$ cat config.mk
export PLATFORM = sky130hd
export DESIGN_NAME = mc_pwm_channel
export DESIGN_NICKNAME = d
export VERILOG_FILES = /design/src/rtl/mcp_pkg.sv /design/src/rtl/mcp_timer.sv /design/src/rtl/mcp_regs.sv /design/src/rtl/mcp_compare.sv /design/src/rtl/mcp_delay.sv /design/src/rtl/mc_pwm_channel.sv
export SDC_FILE = /design/constraint.sdc
export NUM_CORES = 1
export LEC_CHECK = 0
export CAP_MARGIN = 30
export CORE_UTILIZATION = 63
export DETAILED_ROUTE_END_ITERATION = 8
export GPL_ROUTABILITY_DRIVEN = 0
export PLACE_DENSITY = 0.88
export SETUP_SLACK_MARGIN = 0.05
export SYNTH_ARGS = -nofsm -noshare
export SYNTH_HDL_FRONTEND = slang
export SYNTH_SLANG_ARGS = --single-unit
$ cat constraint.sdc
create_clock -name clk -period 10.58 [get_ports clk]
set_clock_uncertainty 0.15 [all_clocks]
set_input_delay 2.116 -clock clk [delete_from_list [all_inputs] [get_ports clk]]
set_output_delay 2.116 -clock clk [all_outputs]
set_load 0.01 [all_outputs]
$ cat src/rtl/mcp_pkg.sv
package mcp_pkg;
  typedef enum logic [1:0] {
    AL_OFF    = 2'b00,
    AL_LEFT   = 2'b01,
    AL_RIGHT  = 2'b10,
    AL_CENTER = 2'b11
  } align_e;

  typedef enum logic [1:0] {
    OM_HALF_M = 2'b00,
    OM_HALF_P = 2'b01,
    OM_FULL   = 2'b10,
    OM_DUAL   = 2'b11
  } omode_e;

  localparam logic [1:0] A_CTRL = 2'd0;
  localparam logic [1:0] A_DUTY = 2'd1;
  localparam logic [1:0] A_PER  = 2'd2;
  localparam int         DLY_W  = 2;
endpackage

$ cat src/rtl/mcp_timer.sv
module mcp_timer #(
  parameter int CNT_W = 8
) (
  input  logic             clk,
  input  logic             rst,
  input  logic [CNT_W-1:0] per,
  output logic [CNT_W-1:0] cnt,
  output logic             ovf
);
  // Wrap at period-1; a shrunken period wraps on the next cycle.
  assign ovf = (per != '0) && (cnt >= per - 1'b1);

  always_ff @(posedge clk) begin
    if (rst)                   cnt <= '0;
    else if (per == '0 || ovf) cnt <= '0;
    else                       cnt <= cnt + 1'b1;
  end
endmodule

$ cat src/rtl/mcp_regs.sv
module mcp_regs
  import mcp_pkg::*;
#(
  parameter int CNT_W = 8
) (
  input  logic             clk,
  input  logic             rst,
  input  logic             wr_en,
  input  logic [1:0]       wr_addr,
  input  logic [CNT_W-1:0] wr_data,
  input  logic [1:0]       rd_addr,
  input  logic             peers_off,
  input  logic             ovf,
  output logic [CNT_W-1:0] rd_data,
  output logic [CNT_W-1:0] duty,
  output logic [CNT_W-1:0] per,
  output logic [DLY_W-1:0] dly,
  output align_e           work_al,
  output omode_e           work_om,
  output logic             imm
);
  align_e sh_al;
  omode_e sh_om;

  // Loading at once is safe only when nothing is being generated.
  assign imm = (peers_off && work_al == AL_OFF) || (per == '0);

  always_ff @(posedge clk) begin
    if (rst) begin
      sh_al   <= AL_OFF;
      sh_om   <= OM_HALF_M;
      dly     <= '0;
      duty    <= '0;
      per     <= '0;
      work_al <= AL_OFF;
      work_om <= OM_HALF_M;
      rd_data <= '0;
    end else begin
      if (wr_en) begin
        case (wr_addr)
          A_CTRL: begin
            sh_om <= omode_e'(wr_data[7:6]);
            sh_al <= align_e'(wr_data[5:4]);
            dly   <= wr_data[DLY_W-1:0];
          end
          A_DUTY:  duty <= wr_data;
          A_PER:   per  <= wr_data;
          default: ;
        endcase
      end
      if (imm || ovf) begin
        work_al <= sh_al;
        work_om <= sh_om;
      end
      case (rd_addr)
        A_CTRL:  rd_data <= CNT_W'({sh_om, sh_al, 2'b00, dly});
        A_DUTY:  rd_data <= duty;
        A_PER:   rd_data <= per;
        default: rd_data <= '0;
      endcase
    end
  end
endmodule

$ cat src/rtl/mcp_compare.sv
module mcp_compare
  import mcp_pkg::*;
#(
  parameter int CNT_W = 8
) (
  input  logic             clk,
  input  logic             rst,
  input  logic [CNT_W-1:0] cnt,
  input  logic [CNT_W-1:0] per,
  input  logic [CNT_W-1:0] duty,
  input  align_e           al,
  output logic             pwm_q
);
  localparam int EW = CNT_W + 1;

  logic [CNT_W-1:0] rem, fold;
  logic             act;

  always_comb begin
    rem  = per - 1'b1 - cnt;
    fold = (cnt < rem) ? cnt : rem;
    act  = 1'b0;
    if (per != '0) begin
      case (al)
        AL_LEFT:   act = cnt < duty;
        AL_RIGHT:  act = (EW'(cnt) + EW'(duty)) >= EW'(per);
        AL_CENTER: act = {fold, 1'b0} < EW'(duty);
        default:   act = 1'b0;
      endcase
    end
  end

  always_ff @(posedge clk) begin
    if (rst) pwm_q <= 1'b0;
    else     pwm_q <= act;
  end
endmodule

$ cat src/rtl/mcp_delay.sv
module mcp_delay #(
  parameter int SEL_W = 2
) (
  input  logic             clk,
  input  logic             rst,
  input  logic             din,
  input  logic [SEL_W-1:0] sel,
  output logic             dout
);
  localparam int DEPTH = (1 << SEL_W) - 1;

  logic [DEPTH-1:0] sr;
  logic [DEPTH:0]   taps;

  always_ff @(posedge clk) begin
    if (rst) sr <= '0;
    else     sr <= {sr[DEPTH-2:0], din};
  end

  assign taps = {sr, din};
  assign dout = taps[sel];
endmodule

$ cat src/rtl/mc_pwm_channel.sv
module mc_pwm_channel
  import mcp_pkg::*;
#(
  parameter int CNT_W = 8
) (
  input  logic             clk,
  input  logic             rst,
  input  logic             wr_en,
  input  logic [1:0]       wr_addr,
  input  logic [CNT_W-1:0] wr_data,
  input  logic [1:0]       rd_addr,
  output logic [CNT_W-1:0] rd_data,
  input  logic             peers_off,
  output logic             pwm_m,
  output logic             pwm_m_oe,
  output logic             pwm_p,
  output logic             pwm_p_oe
);
  logic [CNT_W-1:0] cnt, duty, per;
  logic [DLY_W-1:0] dly;
  logic             ovf, imm, pwm_q, tap;
  align_e           work_al;
  omode_e           work_om;

  mcp_timer #(.CNT_W(CNT_W)) u_timer (
    .clk(clk), .rst(rst), .per(per), .cnt(cnt), .ovf(ovf)
  );

  mcp_regs #(.CNT_W(CNT_W)) u_regs (
    .clk(clk), .rst(rst), .wr_en(wr_en), .wr_addr(wr_addr),
    .wr_data(wr_data), .rd_addr(rd_addr), .peers_off(peers_off),
    .ovf(ovf), .rd_data(rd_data), .duty(duty), .per(per), .dly(dly),
    .work_al(work_al), .work_om(work_om), .imm(imm)
  );

  mcp_compare #(.CNT_W(CNT_W)) u_cmp (
    .clk(clk), .rst(rst), .cnt(cnt), .per(per), .duty(duty),
    .al(work_al), .pwm_q(pwm_q)
  );

  mcp_delay #(.SEL_W(DLY_W)) u_dly (
    .clk(clk), .rst(rst), .din(pwm_q), .sel(dly), .dout(tap)
  );

  always_ff @(posedge clk) begin
    if (rst || work_al == AL_OFF) begin
      {pwm_m, pwm_m_oe, pwm_p, pwm_p_oe} <= 4'b0000;
    end else begin
      case (work_om)
        OM_HALF_M: {pwm_m, pwm_m_oe, pwm_p, pwm_p_oe} <= {tap, 1'b1, 1'b0, 1'b0};
        OM_HALF_P: {pwm_m, pwm_m_oe, pwm_p, pwm_p_oe} <= {1'b0, 1'b0, tap, 1'b1};
        OM_FULL:   {pwm_m, pwm_m_oe, pwm_p, pwm_p_oe} <= {~tap, 1'b1, tap, 1'b1};
        default:   {pwm_m, pwm_m_oe, pwm_p, pwm_p_oe} <= {tap, 1'b1, tap, 1'b1};
      endcase
    end
  end
endmodule

==> impl_metrics.py <==
metrics = {
    "cts": {
        "cts_buffers": 5,
        "cts_tree": "built",
        "ctsHoldBuffers": 0,
        "cts-resized-gates": 0,
        "postCtsSetupRepairBufs": 0,
        "h-tree-depth": 2,
        "cts_root_buf": "clkbuf_8",
        "path_clk_slew_ns": 0.11,
        "clock_latency_ns": 0.32,
        "clk_path_buf_depth": 2,
        "cts.sinks": 50,
    },
    "floorplan": {
        "placementRows": 26,
        "die_w_microns": 75.9,
        "core_area_sq_um": 5170,
        "start_util_pct": 66.5,
        "io_pins": 28,
        "die_area_sq_um": 5760,
        "die_y_microns": 75.9,
    },
    "sta": {
        "period_share_pct": 50.4,
        "tns_ns": 0,
        "final_hold_viol_count": 0,
        "setup_ws_ns": 5.25,
        "drv_slew": 0,
        "finalSetupViolations": 0,
        "worst_slew_pin_slew_ns": 0.678,
        "hold_ws_ns": 0.322,
        "slew_headroom_pct": 54.6,
        "fin_crit_ns": 5.33,
        "clock.fmax_mhz": 188,
        "rsz0062_at_grt": "false",
    },
    "setup_path": {
        "criticalPathCategory": "register to register",
        "reg2reg_to": "u_cmp.pwm_q$_SDFF_PP0_",
        "reg2reg_slack_ns": 5.25,
        "startpoint_type": "register",
        "cp_max_fo": 10,
        "cp.required_ns": 10.68,
        "cp-end-kind": "register",
        "arrival_ns": 5.43,
        "worstReg2RegStart": "u_regs.per[0]$_SDFFE_PP0P_",
        "r2r_cells": 24,
    },
    "placement": {
        "portBuffers": 27,
        "place_ws_ns": 5.38,
        "dp.final_hpwl_microns": 6410,
    },
    "synthesis": {
        "yosysMostFrequentCell": "nor2_1",
        "ys_seq_area_share_pct": 29.1,
        "synth.net_count": 454,
        "synth_edf_count": 0,
        "ys_top_cells_by_count": "nor2_1 (60), ha_1 (53), dfxtp_1 (50), mux2i_1 (35), inv_1 (34)",
        "yosys_warnings": 0,
        "syn_avg_cell_area_sq_um": 8.98,
        "async_flop_share_pct": 0,
        "yosysTopAreaCellShare_pct": 29.1,
        "synthCells": 383,
        "yosysTopAreaCell": "dfxtp_1",
        "synth-seq-cells": 50,
        "synth_area_sq_um": 3440,
        "ys.flop_type": "dfxtp_1",
        "synthTopCellsByArea": "dfxtp_1 (29%), ha_1 (19%), mux2i_1 (10%)",
        "synth_cell_types": 52,
    },
    "layout": {
        "finalNetCount": 481,
        "area_growth_syn_to_layout_pct": 12.6,
        "drive_gt1_share_pct": 5.84,
        "diodes": 0,
    },
    "route": {
        "drc": 0,
        "vias": 2872,
        "drt_wl_total_microns": 8150,
        "drtIter0Drc": 178,
        "routedWlPerCell_microns": 16.9,
        "via_per_inst": 5.97,
        "dr.pass1.iters": 4,
        "antenna_left": 0,
    },
    "global_route": {
        "antenna_found_initial": 0,
        "grt_remaining_overflow": 0,
        "grt_start_max_net_pins": 39,
        "grt_pass1_vias": 2875,
        "grt_first_pass_wirelength_microns": 13400,
        "gr-usage-all-layers_pct": 29.2,
    },
    "hold_path": {
        "holdCritStartpoint": "u_dly.sr[0]$_SDFF_PP0_",
        "hold_depth": 1,
        "min_to": "u_dly.sr[1]$_SDFF_PP0_",
        "holdCritPathClass": "register to register",
    },
    "power": {
        "total_leakage_power_nw": 1.69,
        "ir_drop_mv": 0.0922,
        "p_per_area_nw_per_um2": 109,
    },
    "status": {
        "status": "finished clean",
    },
    "flow_run": {
        "drv_cap": 0,
    },
}
## layer usage
| layer | GRT usage [%] | share of wire (%) | vias up | routed length [microns] |
|---|---|---|---|---|
| met5 | 0 | 0 | - | 0 |
| li1 | - | - | 1383 | - |
| met3 | 6.14 | 5.7 | 23 | 463 |
| met4 | 10.0 | 2.1 | 0 | 172 |
| met2 | 53.0 | 49 | 87 | 4030 |
| met1 | 33.9 | 43 | 1379 | 3480 |
## power breakdown
part,switching (mW),leakage [nW],total (mW),internal (mW)
Clock,0.0764,0.0506,0.126,0.0497
Combinational,0.0551,1.23,0.0986,0.0435
Sequential,0.00595,0.405,0.199,0.193
## worst max-delay path, stage by stage, from the launching register on
cell and delay [ns]:
dfxtp_1 0.45, inv_1 0.13, ha_1 0.25, xor2_1 0.15
ha_1 0.34, nor2b_1 0.16, o21a_1 0.17, o21ai_0 0.24
nand2b_1 0.09, a21oi_1 0.18, xor2_1 0.24, ha_1 0.29
a21o_1 0.18, a21oi_1 0.29, o21ai_4 0.19, nor2_1 0.12
a21oi_1 0.05, ha_1 0.31, a21oi_1 0.12, a21boi_0 0.09
o21ai_0 0.17, a21oi_1 0.11, a2111oi_2 0.44, o22ai_1 0.17
a211oi_2 0.19
## flip-flops by register name, indices dropped and copies added (netlist names)
| name | count |
|---|---|
| u_dly.sr | 3 |
| u_cmp.pwm_q | 1 |
| u_regs.sh_om | 2 |
| u_regs.duty | 8 |
| u_regs.dly | 2 |
| pwm_m_oe | 1 |
| u_timer.cnt | 8 |
| u_regs.work_om | 2 |
| u_regs.per | 8 |
| u_regs.rd_data | 8 |
| pwm_m | 1 |
| u_regs.work_al | 2 |
| pwm_p_oe | 1 |
| pwm_p | 1 |
| u_regs.sh_al | 2 |
## logic make-up after synthesis
| kind of cell | synth area share [%] |
|---|---|
| AO/OA/AOI/OAI | 13.0 |
| XOR/XNOR | 5.85 |
| multiplexers | 11.2 |
| buffers and inverters | 4.58 |
| adder cells (fa/ha/maj) | 20.4 |
| AND/OR/NAND/NOR | 15.9 |
| flip-flops | 29.1 |
## area by class of cell
type,count,area (sq um)
repair buffers,28,278
well taps,70,87.6
flip-flops and latches,50,1000
inverters,34,128
multi-input cells,291,2280
clock inverters,3,28.8
fillers,347,1300
clock buffers,5,68.8
## worst max-delay path by stage
| stage | end | cells after the start | from | slack [ns] |
|---|---|---|---|---|
| 2_1_floorplan | u_cmp.pwm_q$_SDFF_PP0_ | 24 | u_regs.per[0]$_SDFFE_PP0P_ | 5.97 |
| 3_3_place_gp | u_cmp.pwm_q$_SDFF_PP0_ | 24 | u_regs.per[0]$_SDFFE_PP0P_ | 5.63 |
| 3_5_place_dp | u_cmp.pwm_q$_SDFF_PP0_ | 24 | u_regs.per[0]$_SDFFE_PP0P_ | 5.38 |
| 4_1_cts | u_cmp.pwm_q$_SDFF_PP0_ | 24 | u_regs.per[0]$_SDFFE_PP0P_ | 5.34 |
| 5_1_grt | u_cmp.pwm_q$_SDFF_PP0_ | 24 | u_regs.per[0]$_SDFFE_PP0P_ | 4.93 |
| 6_report | u_cmp.pwm_q$_SDFF_PP0_ | 24 | u_regs.per[0]$_SDFFE_PP0P_ | 5.25 |
## per-stage QoR
| step | utilization [%] | std cells | area, sq um | total power, mW |
|---|---|---|---|---|
| 3_5_place_dp | 73.0 | 473 | 3780 | 0.299 |
| 3_3_place_gp | 73.0 | 473 | 3780 | 0.294 |
| 2_1_floorplan | - | 383 | 3440 | 0.270 |
| 5_1_grt | 74.9 | 481 | 3870 | 0.440 |
| 6_report | 74.9 | 481 | 3870 | 0.423 |
| 4_1_cts | 74.9 | 481 | 3870 | 0.422 |
## cell usage in the layout, fill, tap and decap left out, types with 7 or more instances in the layout
cell type	count
nor2_1	60
ha_1	53
dfxtp_1	50
mux2i_1	35
inv_1	34
clkdlybuf4s50_1	27
a21oi_1	22
xnor2_1	18
o21ai_0	10
nand2_1	8
nor2b_1	8
nand3_1	7
(Power assumes the default switching activity.)
